**src/rtl/mrb_pkg.sv**
```systemverilog
package mrb_pkg;

    typedef enum logic [1:0] {
        ST_FREE  = 2'd0,
        ST_WAIT  = 2'd1,
        ST_READY = 2'd2
    } slot_state_e;

endpackage

```
**src/rtl/mrb_slot.sv**
```systemverilog
module mrb_slot
    import mrb_pkg::*;
#(
    parameter int AW    = 16,
    parameter int DW    = 32,
    parameter int CNT_W = 2
) (
    input  logic          clk,
    input  logic          rst_n,
    input  logic          alloc_i,
    input  logic          inc_i,
    input  logic          dec_i,
    input  logic          fill_i,
    input  logic [AW-1:0] tag_i,
    input  logic [DW-1:0] fill_data_i,
    output logic          valid_o,
    output logic          ready_o,
    output logic          cnt_max_o,
    output logic [AW-1:0] tag_o,
    output logic [DW-1:0] data_o
);

    localparam logic [CNT_W-1:0] CNT_ONE = CNT_W'(1);
    localparam logic [CNT_W-1:0] CNT_TOP = {CNT_W{1'b1}};

    slot_state_e      state_q, state_d;
    logic [CNT_W-1:0] cnt_q, cnt_d;
    logic [AW-1:0]    tag_q, tag_d;
    logic [DW-1:0]    data_q, data_d;

    // state register
    always_ff @(posedge clk) begin
        if (!rst_n) begin
            state_q <= ST_FREE;
            cnt_q   <= '0;
            tag_q   <= '0;
            data_q  <= '0;
        end else begin
            state_q <= state_d;
            cnt_q   <= cnt_d;
            tag_q   <= tag_d;
            data_q  <= data_d;
        end
    end

    // next state and count
    always_comb begin
        state_d = state_q;
        cnt_d   = cnt_q;
        tag_d   = tag_q;
        data_d  = data_q;
        unique case (state_q)
            ST_FREE: begin
                if (alloc_i) begin
                    state_d = ST_WAIT;
                    cnt_d   = CNT_ONE;
                    tag_d   = tag_i;
                end
            end
            ST_WAIT, ST_READY: begin
                if (state_q == ST_WAIT && fill_i) begin
                    state_d = ST_READY;
                    data_d  = fill_data_i;
                end
                unique case ({inc_i, dec_i})
                    2'b10: cnt_d = cnt_q + CNT_ONE;
                    2'b01: begin
                        if (cnt_q == CNT_ONE) begin
                            state_d = ST_FREE;
                            cnt_d   = '0;
                        end else begin
                            cnt_d = cnt_q - CNT_ONE;
                        end
                    end
                    default: cnt_d = cnt_q;
                endcase
            end
            default: state_d = ST_FREE;
        endcase
    end

    // outputs
    always_comb begin
        valid_o   = (state_q != ST_FREE);
        ready_o   = (state_q == ST_READY);
        cnt_max_o = (cnt_q == CNT_TOP);
        tag_o     = tag_q;
        data_o    = data_q;
    end

endmodule

```
**src/rtl/mrb_lookup.sv**
```systemverilog
module mrb_lookup #(
    parameter int K  = 3,
    parameter int AW = 16,
    parameter int IW = (K > 1) ? $clog2(K) : 1
) (
    input  logic [AW-1:0]   addr_i,
    input  logic [K-1:0]    valid_i,
    input  logic [K*AW-1:0] tags_i,
    output logic [K-1:0]    match_o,
    output logic            hit_o,
    output logic            full_o,
    output logic [IW-1:0]   hit_idx_o,
    output logic [IW-1:0]   free_idx_o
);

    for (genvar g = 0; g < K; g++) begin : g_cmp
        assign match_o[g] = valid_i[g] && (tags_i[g*AW +: AW] == addr_i);
    end

    always_comb begin
        hit_o     = |match_o;
        full_o    = &valid_i;
        hit_idx_o = '0;
        for (int i = K - 1; i >= 0; i--) begin
            if (match_o[i]) hit_idx_o = IW'(i);
        end
        // first-zero search: the lowest free index wins
        free_idx_o = '0;
        for (int i = K - 1; i >= 0; i--) begin
            if (!valid_i[i]) free_idx_o = IW'(i);
        end
    end

endmodule

```
**src/rtl/mrb_merge_buf.sv**
```systemverilog
module mrb_merge_buf #(
    parameter int K     = 3,
    parameter int AW    = 16,
    parameter int DW    = 32,
    parameter int CNT_W = 2,
    parameter int IW    = (K > 1) ? $clog2(K) : 1
) (
    input  logic          clk,
    input  logic          rst_n,
    input  logic          req_valid,
    input  logic [AW-1:0] req_addr,
    output logic          req_hit,
    output logic [IW-1:0] req_slot,
    output logic          req_stall,
    output logic          bank_req,
    input  logic          fill_valid,
    input  logic [IW-1:0] fill_slot,
    input  logic [DW-1:0] fill_data,
    input  logic          dep_valid,
    input  logic [IW-1:0] dep_slot,
    output logic [DW-1:0] dep_data
);

    logic [K-1:0]    valid_v, ready_v, cmax_v, match_v;
    logic [K*AW-1:0] tags_v;
    logic [K*DW-1:0] data_v;
    logic            hit, full;
    logic [IW-1:0]   hit_idx, free_idx;
    logic            accept;

    mrb_lookup #(.K(K), .AW(AW), .IW(IW)) lookup_i (
        .addr_i     (req_addr),
        .valid_i    (valid_v),
        .tags_i     (tags_v),
        .match_o    (match_v),
        .hit_o      (hit),
        .full_o     (full),
        .hit_idx_o  (hit_idx),
        .free_idx_o (free_idx)
    );

    always_comb begin
        req_hit   = req_valid && hit;
        req_slot  = hit ? hit_idx : free_idx;
        req_stall = req_valid && (hit ? cmax_v[hit_idx] : full);
        bank_req  = req_valid && !hit && !full;
        accept    = req_valid && !req_stall;
    end

    for (genvar g = 0; g < K; g++) begin : g_slot
        logic sel_alloc, sel_inc, sel_dec, sel_fill;
        assign sel_alloc = accept && !hit && (free_idx == IW'(g));
        assign sel_inc   = accept && match_v[g];
        assign sel_dec   = dep_valid && (dep_slot == IW'(g));
        assign sel_fill  = fill_valid && (fill_slot == IW'(g));

        mrb_slot #(.AW(AW), .DW(DW), .CNT_W(CNT_W)) slot_i (
            .clk         (clk),
            .rst_n       (rst_n),
            .alloc_i     (sel_alloc),
            .inc_i       (sel_inc),
            .dec_i       (sel_dec),
            .fill_i      (sel_fill),
            .tag_i       (req_addr),
            .fill_data_i (fill_data),
            .valid_o     (valid_v[g]),
            .ready_o     (ready_v[g]),
            .cnt_max_o   (cmax_v[g]),
            .tag_o       (tags_v[g*AW +: AW]),
            .data_o      (data_v[g*DW +: DW])
        );
    end

    always_comb begin
        dep_data = '0;
        for (int i = 0; i < K; i++) begin
            if (dep_slot == IW'(i)) dep_data = data_v[i*DW +: DW];
        end
    end

endmodule

```
**config.mk**
```make
export PLATFORM = sky130hd
export DESIGN_NAME = mrb_merge_buf
export DESIGN_NICKNAME = d
export VERILOG_FILES = /design/src/rtl/mrb_pkg.sv /design/src/rtl/mrb_slot.sv /design/src/rtl/mrb_lookup.sv /design/src/rtl/mrb_merge_buf.sv
export SDC_FILE = /design/constraint.sdc
export NUM_CORES = 1
export LEC_CHECK = 0
export BUFFER_PORTS_ARGS = -buffer_cell sky130_fd_sc_hd__buf_2
export CAP_MARGIN = 20
export CORE_MARGIN = 4
export CORE_UTILIZATION = 54
export CTS_CLUSTER_DIAMETER = 60
export DETAILED_ROUTE_END_ITERATION = 7
export GPL_TIMING_DRIVEN = 0
export PLACE_DENSITY = 0.74
export SLEW_MARGIN = 20
export SYNTH_ARGS = -nofsm -noshare
export SYNTH_HDL_FRONTEND = slang
export SYNTH_HIERARCHICAL = 1
export SYNTH_SLANG_ARGS = --single-unit
export TNS_END_PERCENT = 100
```
**constraint.sdc**
```tcl
create_clock -name clk -period 7.3 [get_ports clk]
set_clock_uncertainty 0.2 [all_clocks]
set_input_delay 0.365 -clock clk [delete_from_list [all_inputs] [get_ports clk]]
set_output_delay 0.365 -clock clk [all_outputs]
set_load 0.03 [all_outputs]
```
Word level (Yosys, flattened, before mapping)
Index checks and enable logic that the tools add are counted.

word-level totals
  flip-flop bits (word level) = 156
  logic and storage cells = 142

cells by class
  add/subtract/negate cells = 6
  order comparisons = 1
  multiplexer cells = 37
  equal/unequal tests = 33
  reductions and logical operators = 53

operator list
  operator               count
  $mux W32               3
  $eq A16 B16 Y1         3
  $mux W2                22
  $pmux W2 S2            9
  $eq A2 B1 Y1 const B   12
  $eq A2 B2 Y1 const B   12
  $logic_and A1 B1 Y1    24
  $logic_not A2 Y1       6
  $reduce_and A2 Y1      6
  $reduce_and A3 Y1      4
  $reduce_bool A2 Y1     6
  $ne A3 B2 Y1 const B   3
  $add A2 B1 Y2 const B  3
  $ne A2 B2 Y1 const B   3
  $reduce_or A2 Y1       3
  $sub A2 B1 Y2 const B  3
  $logic_not A1 Y1       3
  $lt A2 B3 Y1 const B   1
  $reduce_or A3 Y1       1
  $bmux W1 S2            1
  $mux W1                2

Depth between registers and ports, before layout
  depth after elaboration = 15
  gate-level depth with buffers = 14
  gate-level depth less buffers = 13

Cells and area by module
Netlist, hierarchy kept.

modules (own cells, without submodules)
  module         area each (um2)  instances  sequential area each (um2)  cells an instance
  mrb_slot       2107.0           3          1041.0                      247
  mrb_merge_buf  907.1            1          0.0                         135
  mrb_lookup     606.8            1          0.0                         73

Worst setup path after synthesis
No wires, ideal clock.

  path kind = input -> register
  start point = input port req_addr[0]
  end point = register g_slot[0].slot_i.cnt_q[1]
  arrival time = 2.630 ns
  data required time = 7.012 ns
  path slack = 4.381 ns
  library setup time = 0.088 ns
  stages on the path = 11
  cells stage by stage = xor2_1 nor4_1 nand4_1 nor4_4 nor2b_1 nand4b_1 o311ai_4 nor2_1 nand2b_4 a211o_1 o32ai_2

RTL lines
  item                                              RTL line             source
  from (decl)                                       mrb_merge_buf.sv:11  input logic [AW-1:0] req_addr,
  $eq A16 B16 Y1 *                                  mrb_lookup.sv:17     assign match_o[g] = valid_i[g] && (tags_i[g*AW +: AW] == addr_i);
  $logic_and A1 B1 Y1 *                             mrb_lookup.sv:17
  net match_v[1]                                    mrb_merge_buf.sv:24  logic [K-1:0] valid_v, ready_v, cmax_v, match_v;
  $mux W2 * (2 in series)                           mrb_lookup.sv:25     if (match_o[i]) hit_idx_o = IW'(i);
  net hit_idx[0]                                    mrb_merge_buf.sv:28  logic [IW-1:0] hit_idx, free_idx;
  $bmux W1 S2 *                                     mrb_merge_buf.sv:45  req_stall = req_valid && (hit ? cmax_v[hit_idx] : full);
  $mux W1 (implied by the code) *                   mrb_merge_buf.sv:45
  $mux W1 *                                         mrb_merge_buf.sv:45
  $logic_and A1 B1 Y1 *                             mrb_merge_buf.sv:45
  $logic_not A1 Y1 *                                mrb_merge_buf.sv:47  accept = req_valid && !req_stall;
  $logic_and A1 B1 Y1 *                             mrb_merge_buf.sv:47
  $logic_and A1 B1 Y1 *                             mrb_merge_buf.sv:53  assign sel_inc = accept && match_v[g];
  net g_slot[0].sel_inc                             mrb_merge_buf.sv:51  logic sel_alloc, sel_inc, sel_dec, sel_fill;
  $eq A2 B1 Y1 or $eq A2 B2 Y1 (tied branches)      mrb_slot.sv:65       unique case ({inc_i, dec_i})
  $pmux W2 S2 or $ne A3 B2 Y1 (tied branches)       --
  $pmux W2 S2 or $reduce_and A3 Y1 (tied branches)  --
  to (signal assigned)                              mrb_slot.sv:40       cnt_q <= cnt_d;
  to (decl)                                         mrb_slot.sv:27       logic [CNT_W-1:0] cnt_q, cnt_d;

Mark *: on every way through the listed nets, which the timed path passes. The rest lies on a longest branch. The select of a mux whose other input is x is not followed.
A chain may end at the register's enable or synchronous reset.

Worst setup path after layout
  start point = register g_slot[1].slot_i.tag_q[1]
  end point = output port req_stall

on the way
  word-level cells in the longest chain between the ends = 8

ends and longest elaborated chain
  item                           RTL line             source
  from (decl)                    mrb_slot.sv:28       logic [AW-1:0] tag_q, tag_d;
  from (signal assigned)         mrb_slot.sv:41       tag_q <= tag_d;
  $eq A16 B16 Y1                 mrb_lookup.sv:17
  $logic_and A1 B1 Y1            mrb_lookup.sv:17
  net match_v[1]                 mrb_merge_buf.sv:24
  $mux W2 (2 in series)          mrb_lookup.sv:25
  net hit_idx[0]                 mrb_merge_buf.sv:28
  $bmux W1 S2                    mrb_merge_buf.sv:45
  $mux W1 (implied by the code)  mrb_merge_buf.sv:45
  $mux W1                        mrb_merge_buf.sv:45
  $logic_and A1 B1 Y1            mrb_merge_buf.sv:45
  to (decl)                      mrb_merge_buf.sv:14  output logic req_stall,

The timed path passes the listed nets, and every way through them passes these cells. The select of a mux whose other input is x is not followed.

==> impl_metrics.tcl <==
set metrics [dict create \
    fp.coreArea_um2 14000 \
    initial_core_util 0.557 \
    cts_htree_levels 4 \
    synthToLayoutAreaGrowth_pct 17.5 \
    floorplan.io_pins 94 \
    critPathMaxFanout 4 \
    fin_crit_sh 0.463 \
    vias_per_cell 5.33 \
    tightest_slew_ns 0.619 \
    global_route.overflow_total 0 \
    wl_per_cell_um 15.1 \
    final_period_minus_worst_setup_slack_ns 3.38 \
    fin_tns_setup_ns 0 \
    clockRootBuffer "sky130_fd_sc_hd__clkbuf_16" \
    first_pass_grt_wire_length_um 31100 \
    cp_data_required_time_ns 6.73 \
    cellPowerDensity_nw_per_um2 257 \
    worst_setup_hold_path_clk_slew_ns 0.06 \
    power.switching_mw 0.669 \
    cp.buffers_inverters 1 \
    routed_wl_um 18900 \
    syn_inst 946 \
    setup-violations-final 0 \
    postCtsHoldBufs 4 \
    slew_headroom 0.586 \
    fmaxAchievable_mhz 296 \
    hpwlAfterDp_um 13400 \
    cts_buffers 17 \
    slowest_delay_ns 0.39 \
    antenna_found_initial 0 \
    die_x_um 128 \
    cts_resized 0 \
    synth_area_per_cell_um2 8.24 \
    cts.sink_count 156 \
    worst_ep_arrival_time_ns 2.81 \
    place.port_buffers 92 \
    grt_pass1_vias 6336 \
    synth.yosys.warnings 6 \
    row_count 43 \
    switching_share 0.284 \
    cp-start-kind "register" \
    timing.critical_path.to_type "output port" \
    internal_power_mw 1.69 \
    layout-drive-gt1-share 0.163 \
    critical-path-slowest-cell "sky130_fd_sc_hd__nor4_4" \
    drv.max_cap_violation_count 0 \
    portion_of_total_power_attributed_to_the_clock_network 0.404 \
    minimum_setup_slack_in_the_final_design_ns 3.92 \
    die_area_um2 16400 \
    slew_viols_final 0 \
    post-route-drc-count 0 \
    unrepaired_setup_endpoints_after_global_routing "false" \
    grtUsageTotal 0.236 \
    grt_max_degree 25 \
    routed-via-count 6687 \
    crit_path_cell_trace "xor2_1 -> nor4_1 -> nand4_1 -> nor4_4 -> nor2b_1 -> nand4b_1 -> o311ai_4 -> and2_1 -> buf_2" \
    worstSetupPathType "reg2out" \
    clkLatencyLatePin_ns 0.43 \
    drtIter0Drc 438 \
    finalWeightedCongestion 0.859 \
    cts_tree "done" \
    hold_path_class "in2reg" \
    power_frac_comb 0.192 \
    die_height_um 128 \
    report.final.hold_viol_count 0 \
    synthesis.nets 1018 \
    critical_path.top_delay_family "simple AND/OR/NAND/NOR gates" \
    sequentialPowerShare 0.404 \
    drt_first_pass_iters 5 \
    syn_area_um2 7800 \
    antenna_violating_nets_left 0 \
    pre_cts_ws_ns 3.85 \
    cts.repair_timing.setup_buffer_count 0 \
    insertedDiodeCount 0 \
    static-leakage-power_nw 3.44 \
    nNetsFinal 1133 \
    clk_path_buf_depth 2 \
    run_status "finished, final reports clean" \
    worst_ir_drop_vdd_v 0.000156 \
]
==> worst min-delay path, cell delays in order <==
cell,delay [ns]
sky130_fd_sc_hd__buf_2,0.11
sky130_fd_sc_hd__nand2_1,0.05
sky130_fd_sc_hd__a21boi_0,0.06
==> power groups by stage <==
stage          sequential, mW  clock (mW)  combinational, mW
2_1_floorplan           0.961           0              0.327
3_3_place_gp            0.968           0              0.441
3_5_place_dp            0.970           0              0.446
4_1_cts                 0.952       0.964              0.450
5_1_grt                 0.959        1.00              0.501
6_report                0.952       0.951              0.452
==> routing by layer <==
layer  wire (um)  global-route usage
met1        8890               0.318
met2        8770               0.383
met3         988              0.0454
met4         282              0.0730
met5           0                   0
==> cell usage in the layout, fill, tap and decap left out, types with 10 or more instances in the layout <==
cell                        instances
sky130_fd_sc_hd__ha_1              15
sky130_fd_sc_hd__o21ai_0           25
sky130_fd_sc_hd__buf_2            110
sky130_fd_sc_hd__nand2_1          345
sky130_fd_sc_hd__dfxtp_1          156
sky130_fd_sc_hd__mux2i_1           33
sky130_fd_sc_hd__clkbuf_16         17
sky130_fd_sc_hd__xnor2_1           39
sky130_fd_sc_hd__buf_6             11
sky130_fd_sc_hd__xor2_1            12
sky130_fd_sc_hd__a21boi_0         123
sky130_fd_sc_hd__clkbuf_1          24
sky130_fd_sc_hd__a21boi_1          21
sky130_fd_sc_hd__nor2_1            10
sky130_fd_sc_hd__inv_1             14
==> state kept, by name (all words and copies together) (netlist names) <==
name	cells
g_slot.slot_i/cnt_q	6
g_slot.slot_i/tag_o	48
g_slot.slot_i/state_q	6
g_slot.slot_i/data_o	96
==> stage by stage <==
step	hold WS (ns)	util	instances	power, mW	cell area, um2
after CTS	0.000469	0.655	1254	2.37	9160
after global routing	0.00637	0.655	1254	2.46	9160
after detailed placement	0.245	0.606	1218	1.42	8480
after floorplan	0.234	-	946	1.29	7800
final	0.0123	0.655	1254	2.35	9160
after global placement	0.242	0.606	1218	1.41	8480
==> cell type report <==
type                            instances  area, um2
Multi-Input combinational cell        719       4290
Buffer                                 56        327
Timing Repair Buffer                   96        500
Tap cell                              180        225
Inverter                               15       56.3
Clock inverter                         13        188
Fill cell                            1244       4820
Sequential cell                       156       3120
Clock buffer                           19        453
==> final timing paths <==
check | cells past startpoint | slack [ns] | end | start
worst min-delay path | 3 | 0.01 | g_slot[0].slot_i/data_o[26]$_SDFFE_PN0P_ | fill_data[26]
worst max register to register | 13 | 3.94 | g_slot[1].slot_i/tag_o[5]$_SDFFE_PN0P_ | g_slot[1].slot_i/state_q[0]$_SDFFE_PN0P_
worst min register to register | 2 | 0.25 | g_slot[0].slot_i/data_o[18]$_SDFFE_PN0P_ | g_slot[0].slot_i/data_o[18]$_SDFFE_PN0P_
worst max-delay path | 9 | 3.92 | req_stall | g_slot[1].slot_i/tag_o[1]$_SDFFE_PN0P_
Note: power is estimated with default switching activity, not from simulation.
